## src/rtl/bsq_pkg.sv

```systemverilog
package bsq_pkg;

  localparam int unsigned MAX_BURST_LEN = 16;

  typedef enum logic [2:0] {
    S_IDLE,
    S_REQ,
    S_ADDR,
    S_DATA,
    S_WAIT,
    S_DONE
  } bsq_state_e;

  // burst code -> word limit (3 aliases the largest)
  function automatic logic [4:0] burst_limit(input logic [1:0] sel);
    case (sel)
      2'd0:    burst_limit = 5'd4;
      2'd1:    burst_limit = 5'd8;
      default: burst_limit = 5'd16;
    endcase
  endfunction

endpackage

```

## src/rtl/bsq_down_ctr.sv

```systemverilog
module bsq_down_ctr #(
  parameter int unsigned W = 13
) (
  input  logic         clk_i,
  input  logic         rst_ni,
  input  logic         load_i,
  input  logic [W-1:0] load_val_i,
  input  logic         dec_i,
  output logic [W-1:0] cnt_o,
  output logic         zero_o
);

  logic [W-1:0] cnt_q;

  always_ff @(posedge clk_i or negedge rst_ni) begin
    if (!rst_ni) begin
      cnt_q <= '0;
    end else if (load_i) begin
      cnt_q <= load_val_i;
    end else if (dec_i && (cnt_q != '0)) begin
      cnt_q <= cnt_q - W'(1);
    end
  end

  assign cnt_o  = cnt_q;
  assign zero_o = (cnt_q == '0);

endmodule

```

## src/rtl/bsq_addr_gen.sv

```systemverilog
module bsq_addr_gen #(
  parameter int unsigned ADDR_W  = 32,
  parameter int unsigned STEP_B  = 4
) (
  input  logic              clk_i,
  input  logic              rst_ni,
  input  logic              load_i,
  input  logic [ADDR_W-1:0] base_i,
  input  logic              adv_i,
  output logic [ADDR_W-1:0] addr_o
);

  logic [ADDR_W-1:0] addr_q;

  always_ff @(posedge clk_i or negedge rst_ni) begin
    if (!rst_ni) begin
      addr_q <= '0;
    end else if (load_i) begin
      addr_q <= base_i;
    end else if (adv_i) begin
      addr_q <= addr_q + ADDR_W'(STEP_B);
    end
  end

  assign addr_o = addr_q;

endmodule

```

## src/rtl/bsq_burst_reader.sv

```systemverilog
module bsq_burst_reader
  import bsq_pkg::*;
#(
  parameter int unsigned ADDR_W  = 32,
  parameter int unsigned DATA_W  = 32,
  parameter int unsigned TOTAL_W = 13
) (
  input  logic               clk_i,
  input  logic               rst_ni,
  input  logic               start_i,
  input  logic [ADDR_W-1:0]  base_addr_i,
  input  logic [TOTAL_W-1:0] total_words_i,
  input  logic [1:0]         burst_sel_i,
  input  logic               buf_afull_i,
  output logic               req_o,
  input  logic               gnt_i,
  output logic               addr_valid_o,
  output logic [ADDR_W-1:0]  addr_o,
  input  logic               rd_valid_i,
  input  logic [DATA_W-1:0]  rd_data_i,
  output logic               rd_ready_o,
  output logic               wr_en_o,
  output logic [DATA_W-1:0]  wr_data_o,
  output logic               busy_o,
  output logic               done_o
);

  localparam int unsigned BURST_W = $clog2(MAX_BURST_LEN + 1);
  localparam int unsigned STEP_B  = DATA_W / 8;

  bsq_state_e         state_q, state_d;
  logic [BURST_W-1:0] burst_lim_q;
  logic [BURST_W-1:0] burst_load;
  logic [TOTAL_W-1:0] total_cnt;
  logic [BURST_W-1:0] burst_cnt;
  logic               total_zero, burst_zero;
  logic [DATA_W-1:0]  data_q;
  logic               take_start, accept;

  assign take_start = (state_q == S_IDLE) && start_i;
  assign accept     = (state_q == S_DATA) && rd_valid_i;

  always_comb begin
    state_d = state_q;
    unique case (state_q)
      S_IDLE: if (start_i) state_d = (total_words_i == '0) ? S_DONE : S_REQ;
      S_REQ:  if (gnt_i && !buf_afull_i) state_d = S_ADDR;
      S_ADDR: state_d = S_DATA;
      S_DATA: if (rd_valid_i) state_d = S_WAIT;
      S_WAIT: begin
        if (total_zero)      state_d = S_DONE;
        else if (burst_zero) state_d = S_REQ;
        else                 state_d = S_DATA;
      end
      S_DONE: state_d = S_IDLE;
      default: state_d = S_IDLE;
    endcase
  end

  always_ff @(posedge clk_i or negedge rst_ni) begin
    if (!rst_ni) begin
      state_q     <= S_IDLE;
      burst_lim_q <= '0;
      data_q      <= '0;
    end else begin
      state_q <= state_d;
      if (take_start) burst_lim_q <= BURST_W'(burst_limit(burst_sel_i));
      if (accept)     data_q      <= rd_data_i;
    end
  end

  // short last burst: load what is left when below the limit
  always_comb begin
    if (total_cnt < TOTAL_W'(burst_lim_q)) burst_load = total_cnt[BURST_W-1:0];
    else                                   burst_load = burst_lim_q;
  end

  bsq_down_ctr #(.W(TOTAL_W)) u_total_ctr (
    .clk_i      (clk_i),
    .rst_ni     (rst_ni),
    .load_i     (take_start),
    .load_val_i (total_words_i),
    .dec_i      (accept),
    .cnt_o      (total_cnt),
    .zero_o     (total_zero)
  );

  bsq_down_ctr #(.W(BURST_W)) u_burst_ctr (
    .clk_i      (clk_i),
    .rst_ni     (rst_ni),
    .load_i     (state_q == S_ADDR),
    .load_val_i (burst_load),
    .dec_i      (accept),
    .cnt_o      (burst_cnt),
    .zero_o     (burst_zero)
  );

  bsq_addr_gen #(.ADDR_W(ADDR_W), .STEP_B(STEP_B)) u_addr_gen (
    .clk_i  (clk_i),
    .rst_ni (rst_ni),
    .load_i (take_start),
    .base_i (base_addr_i),
    .adv_i  (accept),
    .addr_o (addr_o)
  );

  assign req_o        = (state_q == S_REQ) && !buf_afull_i;
  assign addr_valid_o = (state_q == S_ADDR);
  assign rd_ready_o   = (state_q == S_DATA);
  assign wr_en_o      = (state_q == S_WAIT);
  assign wr_data_o    = data_q;
  assign busy_o       = (state_q != S_IDLE);
  assign done_o       = (state_q == S_DONE);

endmodule

```

## config.mk

```make
export PLATFORM = sky130hd
export DESIGN_NAME = bsq_burst_reader
export DESIGN_NICKNAME = d
export VERILOG_FILES = /design/src/rtl/bsq_pkg.sv /design/src/rtl/bsq_down_ctr.sv /design/src/rtl/bsq_addr_gen.sv /design/src/rtl/bsq_burst_reader.sv
export SDC_FILE = /design/constraint.sdc
export NUM_CORES = 1
export LEC_CHECK = 0
export BUFFER_PORTS_ARGS = -buffer_cell sky130_fd_sc_hd__buf_4
export CORE_MARGIN = 4
export CORE_UTILIZATION = 55
export CTS_CLUSTER_DIAMETER = 60
export CTS_CLUSTER_SIZE = 25
export DETAILED_ROUTE_END_ITERATION = 7
export GPL_TIMING_DRIVEN = 0
export PLACE_DENSITY = 0.95
export RECOVER_POWER = 50
export SLEW_MARGIN = 20
export SYNTH_ARGS = -nofsm -noshare
export SYNTH_HDL_FRONTEND = slang
export SYNTH_SLANG_ARGS = --single-unit
```

## constraint.sdc

```tcl
create_clock -name clk_i -period 4.6 [get_ports clk_i]
set_input_delay 0.46 -clock clk_i [delete_from_list [all_inputs] [get_ports clk_i]]
set_output_delay 0.46 -clock clk_i [all_outputs]
set_load 0.01 [all_outputs]
```

Word level (Yosys, flattened, before mapping). Cells that the tools add are included.

Reductions and logical operators: 19. Equality and inequality tests: 9. Magnitude comparators: 1. Mux-type cells: 15. $add $sub $neg: 3.

Operators with widths (number): $mux 32 (2); $add 32x3->32 const B (1); $logic_not 13->1 (2); $mux 13 (2); $mux 3 (5); $mux 5 (3); $pmux 3 s5 (1); $lt 13x5->1 (1); $reduce_bool 13->1 (1); $sub 13x1->13 const B (1); $pmux 5 s2 (1); $eq 3x2->1 const B (2); $eq 3x3->1 const B (2); $logic_and 1x1->1 (6); $ne 2x2->1 const B (3); $reduce_bool 2->1 (3); $logic_not 5->1 (1); $reduce_bool 5->1 (1); $sub 5x1->5 const B (1); $eq 3x1->1 const B (1); $logic_not 3->1 (1); $reduce_and 3->1 (1); $reduce_bool 3->1 (1); $eq 2x1->1 const B (1); other kinds (3) (3).

Logic and storage cells: 53. Register bits after elaboration: 90. Output and inout bits: 70.

Depth between registers and ports, before layout. Gate-level depths: netlist (run 1).

Depth after elaboration: 5. Depth in mapped cells: 7. Mapped depth without buffers: 7.

Modules after synthesis. A second synthesis (run 1) with hierarchy kept.

Cell total of the unflattened synthesis: 468. Area total of the unflattened synthesis: 4874.7 um2.

Modules (own cells, without submodules): bsq_burst_reader (cells an instance 133, area each 1851.8 um2, times used 1, sequential area each 950.9 um2); bsq_addr_gen (cells an instance 200, area each 1820.5 um2, times used 1, sequential area each 800.8 um2); bsq_down_ctr at u_total_ctr (cells an instance 103, area each 898.4 um2, times used 1, sequential area each 325.3 um2); bsq_down_ctr at u_burst_ctr (cells an instance 32, area each 304.0 um2, times used 1, sequential area each 125.1 um2).

Worst setup path after synthesis (run 1). No wires, ideal clock.

Kind: reg-to-reg. Start point: register u_total_ctr.cnt_q[0], in the netlist u_total_ctr.cnt_o[0]. End point: register u_total_ctr.cnt_q[8], in the netlist u_total_ctr.cnt_o[8]. Slack: 2542 ps. Path buffers: 0. Clock period less this slack: 2058 ps. Library setup time: 118 ps. Data arrival time: 1940 ps. Stages on the path, launching flop included: 8. Path through: dfrtp_1 -> inv_1 -> ha_1 -> or4b_1 -> a311o_1 -> nor4_1 -> o22ai_1 -> a21o_1.

Longest elaborated chain between the ends: 3. Elaborated cells on any way between the ends: 6. Those cells by class: add/sub: 1; mux: 2; reduce/logical: 3.

Ends and longest elaborated chain: start, declared (line bsq_down_ctr.sv:13) `logic [W-1:0] cnt_q;`; start signal, assigned (line bsq_down_ctr.sv:19) `cnt_q <= load_val_i;`; start signal, assigned (line bsq_down_ctr.sv:21) `cnt_q <= cnt_q - W'(1);`; $sub 13x1->13 / $reduce_bool 13->1 (equally long branches) (line bsq_down_ctr.sv:21, bsq_down_ctr.sv:20); $mux 13 / $logic_and 1x1->1 (equally long branches) (line bsq_down_ctr.sv:20) `end else if (dec_i && (cnt_q != '0)) begin`; $mux 13 / $reduce_bool 2->1 (equally long branches).

Several ways; a longest one is shown, not always the timed one. The select of a mux whose other input is x is not followed. A chain may end at the register's enable or synchronous reset.

Final worst setup path (run 1).
Start point: register state_q[0]. End point: register u_addr_gen.addr_q[20], in the netlist u_addr_gen.addr_o[20].

Longest elaborated chain between the ends: 3. Elaborated cells on any way between the ends: 6. Those cells by class: eq/ne: 1; mux: 1; reduce/logical: 4.

Ends and longest elaborated chain: start, declared (line bsq_burst_reader.sv:31) `bsq_state_e state_q, state_d;`; start signal, assigned (line bsq_burst_reader.sv:66) `state_q <= state_d;`; $eq 3x2->1 / $logic_not 3->1 (equally long branches) (line bsq_burst_reader.sv:41, bsq_burst_reader.sv:40); $logic_and 1x1->1, on equally long branches (line bsq_burst_reader.sv:41, bsq_burst_reader.sv:40); $reduce_bool 2->1 (no line) / $mux 32 (equally long branches); end signal, assigned (line bsq_addr_gen.sv:19) `addr_q <= base_i;`; end signal, assigned (line bsq_addr_gen.sv:21) `addr_q <= addr_q + ADDR_W'(STEP_B);`; end, declared (line bsq_addr_gen.sv:13) `logic [ADDR_W-1:0] addr_q;`.

Several ways; a longest one is shown, not always the timed one.

==> out/qor.yml, run 1 <==
outcome: "finished, violations left"
violations: "capacitance limit, slew limit"
cts-hold-fix-buffers: 0
finalNonFillerCells: 799
fmax_mhz: 409
drt-initial-drc-count: 371
syn2layout_area_growth_pct: 30.2
start_util_pct: 56.2
powerDensity_nw_per_um2: 629
cpMostUsedCell: "clkbuf_1"
path_clk_slew_ns: 0.10
yosysSeqAreaShare_pct: 48.0
worstSetupPathType: "reg -> reg"
cts_resized: 0
finalCritPeriodShare_pct: 53.1
start_kind: "flop"
slew_headroom_pct: -44.4
whs_ns: 0.280
syn-num-nets: 615
crit_family: "buffers and inverters"
grt_max_degree: 89
leakagePower_uw: 0.00276
drt_wl_total_um: 14200
met1_usage_pct: 36.4
finClkSkew_ns: 0.0148
drv_slew: 89
ant_nets: 0
drc: 0
syn_inst: 524
post_cts_buffers: 0
max_stage_delay_ns: 0.55
finalHoldViolCount: 0
end_kind: "flop"
dp_hpwl_um: 10600
dieArea_um2: 9870
ys_types: 56
htree_num_levels: 3
synth_ff_type: "dfrtp_1"
dr.pass1.iters: 5
cap_violations: 1
crit_required_ns: 4.90
rsz0062_at_grt: "false"
die_h_um: 99.4
cts.sinks: 88
place_inst: 783
crit_arrival_ns: 2.74
place_area_um2: 5880
drt-vias-per-instance: 6.07
worst_pin_slew_ns: 2.17
ir_drop_mv: 0.356
root_buffer: "clkbuf_8"
portBuffers: 154
slowest_stage: "clkbuf_1"
setup_viol: 0
path_cells: "buf_4 -> nor4b_1 -> clkbuf_1 -> clkbuf_1 -> a22oi_1 -> nand3_1"
grt_pass1_vias: 4836
wire_per_inst_um: 17.8
numCtsBuffers: 9
fin_util_pct: 73.2
synth-edff-count: 0
std_cell_rows: 33
yosys_warnings: 0
stdcell_area_um2: 5980
seq_area_um2: 2200
coreArea_um2: 8180
crit_fanout: 10
setup_total_negative_slack_ns: 0
drive_above_1_share_pct: 21.9
async_flop_share_pct: 100
clockBufferDepth: 2
tritoncts: "yes"
use_met2_pct: 47.6
vias: 4847
hp-class: "in -> reg"
clkLatencyLatePin_ns: 0.36
fillers: 626
layout.nets: 780
crit_buf_inv: 3
die-width_um: 99.4
grt.busiest_layer: "met2"
multi_input_area_um2: 2230
antenna_found_initial: 0
grt_util_all_layers_pct: 29.0
grt_pass1_wl_um: 23100
synth_seq_cells: 88
period_needed_ns: 2.44
ios: 155
met3_usage_pct: 8.42
grt_overflow_total: 0
antennaDiodeCount: 0
gp_congestion: 0.950
syn_area_um2: 4590
avgSynthCellArea_um2: 8.76
routing by layer:
metal | up-vias | routed length [um]
li1 | 2182 | -
met1 | 2313 | 5430
met2 | 317 | 6900
met3 | 35 | 1530
met4 | 0 | 342
met5 | - | 0
Yosys cell counts, types with 2 or more instances:
library cell  instances  area [um2]
o21ai_0              23         115
and4_1                3        26.3
nor4_1               13        81.3
dfrtp_1              88        2200
nor3b_1               3        22.5
and3_1                4        25.0
or4_1                 6        45.0
xor2_1                3        26.3
nand3_1              24         120
o311ai_0              4        35.0
clkbuf_1             19        71.3
buf_2                 3        15.0
nor2_1               21        78.8
a31oi_1               2        12.5
nand4_1              10        62.6
o211ai_1             12        90.1
nor4b_1               4        35.0
or4_4                 3        33.8
xnor2_1              14         123
inv_1                15        56.3
nand3_2               2        20.0
o22ai_1               3        18.8
or3_1                 3        18.8
a31o_2                2        17.5
a21o_1                6        45.0
a21oi_1              14        70.1
a22oi_1               3        22.5
ha_1                  6        75.1
a221o_1               3        30.0
nand2_1             156         586
a211oi_1              7        52.6
mux2i_1               6        60.1
and4b_1               2        20.0
nor3_1               15        75.1
cells in the final DEF (no fill, tap or decap), types with 6 or more instances in the layout:
master / Yosys / final
clkbuf_8: 0 / 10
nand2_1: 156 / 156
a21oi_1: 14 / 14
xnor2_1: 14 / 14
mux2i_1: 6 / 6
nor4_1: 13 / 13
clkbuf_1: 19 / 54
nand4_1: 10 / 10
inv_1: 15 / 15
a211oi_1: 7 / 7
nor3_1: 15 / 15
dfrtp_1: 88 / 88
or4_1: 6 / 6
nand3_1: 24 / 24
ha_1: 6 / 6
o21ai_0: 23 / 23
buf_4: 1 / 119
a21o_1: 6 / 6
o211ai_1: 12 / 12
nor2_1: 21 / 21
report_power, final:
group | internal (uW) | switching, uW | total (uW)
Sequential | 1130 | 402 | 1530
Combinational | 679 | 917 | 1600
Clock | 331 | 305 | 635
Total | 2140 | 1620 | 3760
worst paths after layout:
kind / cells past startpoint / endpoint / slack, ns / start
worst max-delay path: 6 / u_addr_gen.addr_o[20]$_DFFE_PN0P_ / 2.16 / state_q[0]$_DFFE_PN0P_
worst min-delay path: 3 / u_addr_gen.addr_o[1]$_DFFE_PN0P_ / 0.28 / base_addr_i[1]
worst max register to register: 6 / u_addr_gen.addr_o[20]$_DFFE_PN0P_ / 2.16 / state_q[0]$_DFFE_PN0P_
worst min register to register: 2 / wr_data_o[23]$_DFFE_PN0P_ / 0.48 / wr_data_o[23]$_DFFE_PN0P_
max in group asynchronous: 1 / u_addr_gen.addr_o[7]$_DFFE_PN0P_ / 2.60 / rst_ni
min in group asynchronous: 1 / state_q[0]$_DFFE_PN0P_ / 0.71 / rst_ni
flip-flops by register name, indices dropped and copies added, names as in the netlist:
name / cells
u_addr_gen.addr_o: 32
state_q: 3
wr_data_o: 32
u_total_ctr.cnt_o: 13
u_burst_ctr.cnt_o: 5
burst_lim_q: 3
worst min-delay path: cells and delay by family:
family,cells,cell delay [ns]
simple gates,2,0.08
buf+inv,1,0.08
metrics by stage:
stage               setup WS (ns)  power (uW)
finish                       2.16        3760
global route                 2.08        4010
CTS                          2.21        3860
detailed placement           2.22        3220
global placement             2.20        3110
floorplan                    2.54        2380
cell families after synthesis:
group                    Yosys count  share of synthesized area [%]
adder cells (fa/ha/maj)            6                           1.63
multiplexers                       7                           1.55
XOR/XNOR                          17                           3.24
buffers and inverters             40                           3.43
flip-flops                        88                           48.0
AND/OR/NAND/NOR                  279                           29.5
AO/OA/AOI/OAI                     87                           12.7
area by class of cell:
| cell class | count | share of cell area, % |
|---|---|---|
| plain buffers | 24 | 1.63 |
| clock inverters | 6 | 1.63 |
| flip-flops and latches | 88 | 36.8 |
| inverters | 16 | 1.00 |
| multi-input cells | 396 | 37.3 |
| clock buffers | 10 | 2.30 |
| well taps | 105 | 2.20 |
| repair buffers | 154 | 17.1 |
Note: power is estimated with default switching activity, not from simulation.
==> inputs of run 2 (changes only) <==
Settings changed: CORE_UTILIZATION 55 to 46, PLACE_DENSITY 0.95 to 0.88.
Clock period 4.6 ns to 2.19 ns, I/O delays scaled along.
==> out/qor.yml, run 2 (same netlist as run 1, synthesis figures left out) <==
grt_max_degree: 89  # unchanged
crit_cells: 7  # +1
drt-vias-per-instance: 5.53  # -8.8%
drt-initial-drc-count: 326  # -12%
finalNonFillerCells: 842  # +5.4%
worst-r2r-setup-slack_ns: -0.09  # -2.25 ns
path_clk_slew_ns: 0.10  # about the same
grt_pass1_wl_um: 22200  # -3.9%
drv_slew: 0  # -100%
cell_internal_pwr_uw: 4360  # +100%
slew_headroom_pct: 20.2  # +65 points
violations: "setup timing"
die-width_um: 108  # +8.6%
dp_hpwl_um: 10300  # -3.1%
crit_buf_inv: 1  # -2
crit_start: "u_total_ctr.cnt_o[0]$_DFFE_PN0P_"
worst_pin_slew_ns: 1.20  # -0.969 ns
setup_viol: 1  # +1
reg2reg_depth: 7  # +1
numCtsBuffers: 9  # unchanged
worst_r2r_startpoint: "u_total_ctr.cnt_o[0]$_DFFE_PN0P_"
r2r_end: "u_total_ctr.cnt_o[8]$_DFFE_PN0P_"
vias: 4659  # -3.9%
tritoncts: "yes"
ant_nets: 0  # unchanged
grt_util_all_layers_pct: 23.9  # -5.0 points
antennaDiodeCount: 0  # unchanged
fmax_mhz: 439  # +7.2%
layout_commonest_cell: "nand2_1"
die_h_um: 108  # +8.6%
start_kind: "flop"
root_buffer: "clkbuf_8"
dpl_worst_slack_ns: -0.246  # -2.47 ns
crit_arrival_ns: 2.52  # -0.22 ns
power_frac_comb_pct: 45.0  # +2.5 points
clockBufferDepth: 2  # unchanged
layout.nets: 795  # +1.9%
grt_pass1_vias: 4574  # -5.4%
finalHoldViolCount: 0  # unchanged
outcome: "finished, violations left"
grt_overflow_total: 0  # unchanged
place_inst: 811  # +3.6%
path_cells: "inv_2 -> ha_4 -> or4b_4 -> a311o_1 -> nor4_2 -> o22ai_1 -> a21o_1"
portBuffers: 154  # unchanged
leakagePower_uw: 0.00286  # +3.4%
coreArea_um2: 9730  # +19%
hp-class: "in -> reg"
std_cell_rows: 36  # +9.1%
ios: 155  # unchanged
ir_drop_mv: 0.614  # +73%
period_needed_ns: 2.28  # -0.164 ns
start_util_pct: 47.2  # -9.0 points
crit_family: "simple AND/OR/NAND/NOR gates"
cts.sinks: 88  # unchanged
clkLatencyLatePin_ns: 0.36  # about the same
finClkSkew_ns: 0.0129  # -0.00197 ns
endpoint: "u_total_ctr.cnt_o[8]$_DFFE_PN0P_"
crit_required_ns: 2.43  # -2.47 ns
htree_num_levels: 3  # unchanged
power_frac_clock_pct: 13.8  # -3.1 points
drt_wl_total_um: 13900  # -1.9%
antenna_found_initial: 0  # unchanged
wire_per_inst_um: 16.5  # -6.9%
rsz0062_at_grt: "true"
crit_fanout: 4  # -6
dieArea_um2: 11600  # +18%
powerDensity_nw_per_um2: 1270  # +100%
worstSetupPathType: "reg -> reg"
switchingPower_uw: 3450  # +110%
drive_above_1_share_pct: 26.0  # +4.1 points
finalCritPeriodShare_pct: 104  # +51 points
dr.pass1.iters: 5  # unchanged
drc: 0  # unchanged
switching_share_pct: 44.1  # +0.93 points
cap_violations: 0  # -1
fin_ws_ns: -0.0895  # -2.25 ns
gp_congestion: 0.928  # -2.3%
layout_common_cells: "nand2_1 (156), buf_4 (133), dfrtp_1 (88)"
pwr-share-seq_pct: 41.2  # +0.6 points
end_kind: "flop"
slowest_stage: "or4b_4"
max_stage_delay_ns: 0.47  # -0.08 ns
syn2layout_area_growth_pct: 34.3
run 2: changes by cell type in the layout (fill, tap and decap cells not counted), moves of 2 or more:
| cell | delta |
|---|---|
| clkbuf_2 | +7 |
| inv_1 | -2 |
| bufinv_16 | -2 |
| buf_4 | +14 |
| nor4_1 | -3 |
| nor4b_1 | -2 |
| inv_2 | +2 |
| clkbuf_1 | -9 |
| nor4_2 | +3 |
run 2: power groups by stage:
stage / logic (uW) / clock network, uW / registers, uW
after floorplan: 1730 / 0 / 3280
after global placement: 3430 / 0 / 3150
after detailed placement: 3550 / 0 / 3180
after CTS: 3570 / 1110 / 3170
after global routing: 3910 / 1180 / 3310
final: 3510 / 1080 / 3210
run 2: layout make-up:
cell class / count / area, um2
multi-input combinational: 396 / 2310
buffer: 24 / 108
sequential: 88 / 2200
timing repair buffer: 169 / 1140
clock buffer: 9 / 124
inverter: 16 / 60.1
clock inverter: 7 / 61.3
tap: 133 / 166
fill: 867 / 3560
run 2: repair_timing:
action | CTS | global route
endpoints found under the setup margin | 45 | 36
buffers inserted | 1 | 13
resized for setup | 9 | 17
pin swaps | 1 | 8
hold buffers | 0 | 1
hold endpoints to repair | 0 | 56
run 2: metrics by stage:
step           utilization [%]  cell area (um2)  hold slack, ns  power, uW  TNS [ns]
5_1_grt                   63.4             6170          0.0336       8400    -0.267
6_report                  63.4             6170          0.0436       7810   -0.0895
3_3_place_gp              60.8             5910           0.408       6580     -4.88
2_1_floorplan                -             4590         -0.0766       5010         0
3_5_place_dp              60.8             5910           0.412       6730     -6.21
4_1_cts                   63.0             6130          0.0269       7850         0
run 2: routing by layer:
| metal | GRT usage (%) | wire length (um) |
|---|---|---|
| met4 | 8.12 | 321 |
| met5 | 0 | 0 |
| met2 | 39.6 | 6820 |
| met1 | 30.9 | 5620 |
| met3 | 5.82 | 1170 |
run 2: worst register-to-register path, delay by kind of cell, from the launching register on:
kind                       cells  cell delay, ns
and+or+nand+nor                2            0.81
AOI/OAI and AO/OA              3            0.68
DFF                            1            0.41
adders and majority gates      1            0.15
buffers and inverters          1            0.11
run 2: worst min path at each step:
stage	startpoint	to	slack, ns	depth (start not counted)
global placement	rd_data_i[3]	wr_data_o[3]$_DFFE_PN0P_	0.41	3
global route	rd_data_i[2]	wr_data_o[2]$_DFFE_PN0P_	0.03	3
CTS	rd_data_i[2]	wr_data_o[2]$_DFFE_PN0P_	0.03	3
detailed placement	rd_data_i[6]	wr_data_o[6]$_DFFE_PN0P_	0.41	3
finish	rd_data_i[14]	wr_data_o[14]$_DFFE_PN0P_	0.04	3
floorplan	rst_ni	burst_lim_q[2]$_DFFE_PN0P_	-0.08	0
==> inputs of run 3 (changes only) <==
Settings changed: ABC_CLOCK_PERIOD_IN_PS set to 2190, CORE_MARGIN 4 to 1.5.
==> out/qor.yml, run 3 (same netlist as run 1, synthesis figures left out) <==
switching_share_pct: 42.9  # -1.2 points
powerDensity_nw_per_um2: 1290  # +1.5%
start_kind: "flop"
dr_wl_met2_um: 6870  # +0.76%
finalNonFillerCells: 837  # -0.59%
grt_overflow_total: 0  # unchanged
tritoncts: "yes"
hp-class: "in -> reg"
dp_hpwl_um: 10100  # -1.1%
switchingPower_uw: 3400  # -1.3%
leakagePower_uw: 0.00282  # -1.2%
power_frac_comb_pct: 43.3  # -1.7 points
outcome: "finished, violations left"
crit_start: "u_total_ctr.cnt_o[1]$_DFFE_PN0P_"
clockBufferDepth: 2  # unchanged
vias: 4763  # +2.2%
worst_r2r_startpoint: "u_total_ctr.cnt_o[1]$_DFFE_PN0P_"
drt-initial-drc-count: 311  # -4.6%
crit_fanout: 4  # unchanged
drc: 0  # unchanged
grt_util_all_layers_pct: 26.1  # +2.2 points
fillers: 848  # -2.2%
fin_ws_ns: -0.0127  # +0.0768 ns
finClkSkew_ns: 0.0151  # +0.00225 ns
fin_util_pct: 63.4  # about the same
grt_pass1_wl_um: 21300  # -3.9%
setup_viol: 1  # unchanged
std_cell_rows: 36  # unchanged
cts.sinks: 88  # unchanged
htree_num_levels: 3  # unchanged
slew_headroom_pct: 19.5  # -0.74 points
r2r_end: "u_total_ctr.cnt_o[6]$_DFFE_PN0P_"
coreArea_um2: 9730  # unchanged
ant_nets: 0  # unchanged
die_h_um: 103  # -4.6%
die-width_um: 103  # -4.6%
worstSetupPathType: "reg -> reg"
endpoint: "u_total_ctr.cnt_o[6]$_DFFE_PN0P_"
finalHoldViolCount: 0  # unchanged
numCtsBuffers: 9  # unchanged
ios: 155  # unchanged
worst-r2r-setup-slack_ns: -0.01  # +0.08 ns
cell_internal_pwr_uw: 4520  # +3.7%
antennaDiodeCount: 0  # unchanged
antenna_found_initial: 0  # unchanged
grt_max_degree: 89  # unchanged
layout_commonest_cell: "nand2_1"
end_kind: "flop"
worst_pin_slew_ns: 1.21  # +0.0112 ns
drt-vias-per-instance: 5.69  # +2.8%
met3WireLength_um: 1290  # +11%
violations: "setup timing"
rsz0062_at_grt: "true"
drv_slew: 0  # unchanged
met1_length_um: 5530  # -1.6%
start_util_pct: 47.2  # unchanged
dr.pass1.iters: 7  # +2
root_buffer: "clkbuf_8"
fmax_mhz: 454  # +3.5%
drive_above_1_share_pct: 25.3  # -0.67 points
layout_common_cells: "nand2_1 (156), buf_4 (123), dfrtp_1 (85)"
crit_arrival_ns: 2.43  # -0.09 ns
layout.nets: 790  # -0.63%
cap_violations: 0  # unchanged
ir_drop_mv: 0.530  # -14%
setup_total_negative_slack_ns: -0.0127  # +0.0768 ns
period_needed_ns: 2.20  # -0.0768 ns
syn2layout_area_growth_pct: 34.3  # about the same
routed.top_layer: "met4"
dieArea_um2: 10600  # -9.1%
place_inst: 811  # unchanged
power_uw: 7920  # +1.5%
power_frac_clock_pct: 15.9  # +2.1 points
grt_pass1_vias: 4561  # -0.28%
clkLatencyLatePin_ns: 0.36  # about the same
finalCritPeriodShare_pct: 101  # -3.5 points
pwr-share-seq_pct: 40.8  # -0.4 points
path_clk_slew_ns: 0.09  # about the same
crit_required_ns: 2.42  # about the same
reg2reg_depth: 8  # +1
portBuffers: 154  # unchanged
drt_wl_total_um: 14100  # +1.2%
hold_path_depth: 2  # -1
wire_per_inst_um: 16.8  # +1.8%
gp_congestion: 0.949  # +2.3%
run 3: changes by cell type in the layout (fill, tap and decap cells not counted), moves of 2 or more:
cell,before,now
dfrtp_1,88,85
dfrtp_2,0,3
bufinv_16,0,2
clkbuf_1,45,52
inv_6,3,0
buf_4,133,123
inv_8,2,0
run 3: worst min path at each step:
stage,to,slack [ns],from
CTS,wr_data_o[28]$_DFFE_PN0P_,0.04,rd_data_i[28]
floorplan,burst_lim_q[2]$_DFFE_PN0P_,-0.08,rst_ni
detailed placement,wr_data_o[15]$_DFFE_PN0P_,0.41,rd_data_i[15]
finish,burst_lim_q[2]$_DFFE_PN0P_,0.05,burst_sel_i[0]
global route,wr_data_o[28]$_DFFE_PN0P_,0.04,rd_data_i[28]
global placement,wr_data_o[16]$_DFFE_PN0P_,0.41,rd_data_i[16]
run 3: metrics by stage:
step	setup WS, ns	hold WS, ns	instance area [um2]
floorplan	0.132	-0.0766	4590
global placement	-0.213	0.408	5910
detailed placement	-0.218	0.413	5910
CTS	0.00418	0.0369	6190
global route	-0.0401	0.0385	6160
finish	-0.0127	0.0457	6160
run 3: power groups by stage:
| stage | registers [uW] | clock network [uW] | logic [uW] |
|---|---|---|---|
| finish | 3230 | 1260 | 3430 |
| global placement | 3140 | 0 | 3390 |
| global route | 3330 | 1340 | 3800 |
| CTS | 3170 | 1280 | 3580 |
| floorplan | 3280 | 0 | 1730 |
| detailed placement | 3180 | 0 | 3540 |
run 3: timing repair:
action                                  4_1_cts  5_1_grt
hold buffers                                  0        1
pin swaps                                     2        4
endpoints found under the setup margin       37       27
setup buffers                                 4        5
endpoints found under the hold margin         0       28
gates resized for setup                      11       17
run 3: area by class of cell:
type                       instances  area (um2)  share of cell area [%]
timing repair buffer             164        1090                    17.7
tap                              133         166                    2.70
multi-input combinational        396        2310                    37.5
inverter                          16        60.1                   0.974
clock buffer                      11         141                    2.29
clock inverter                     5        80.1                    1.30
buffer                            24         106                    1.73
sequential                        88        2210                    35.8
run 3: routing by layer:
metal | vias up | track usage, %
li1 | 2212 | -
met1 | 2253 | 32.5
met2 | 261 | 43.3
met3 | 37 | 5.69
met4 | 0 | 12.8
met5 | - | 0
run 3: worst max-delay path, stage by stage (launching register included):
cell     delay, ns
dfrtp_1       0.43
inv_2         0.11
ha_4          0.15
or4b_4        0.47
a311o_1       0.39
buf_6         0.15
nor2_1        0.13
xnor2_1       0.14
o21ai_0       0.09
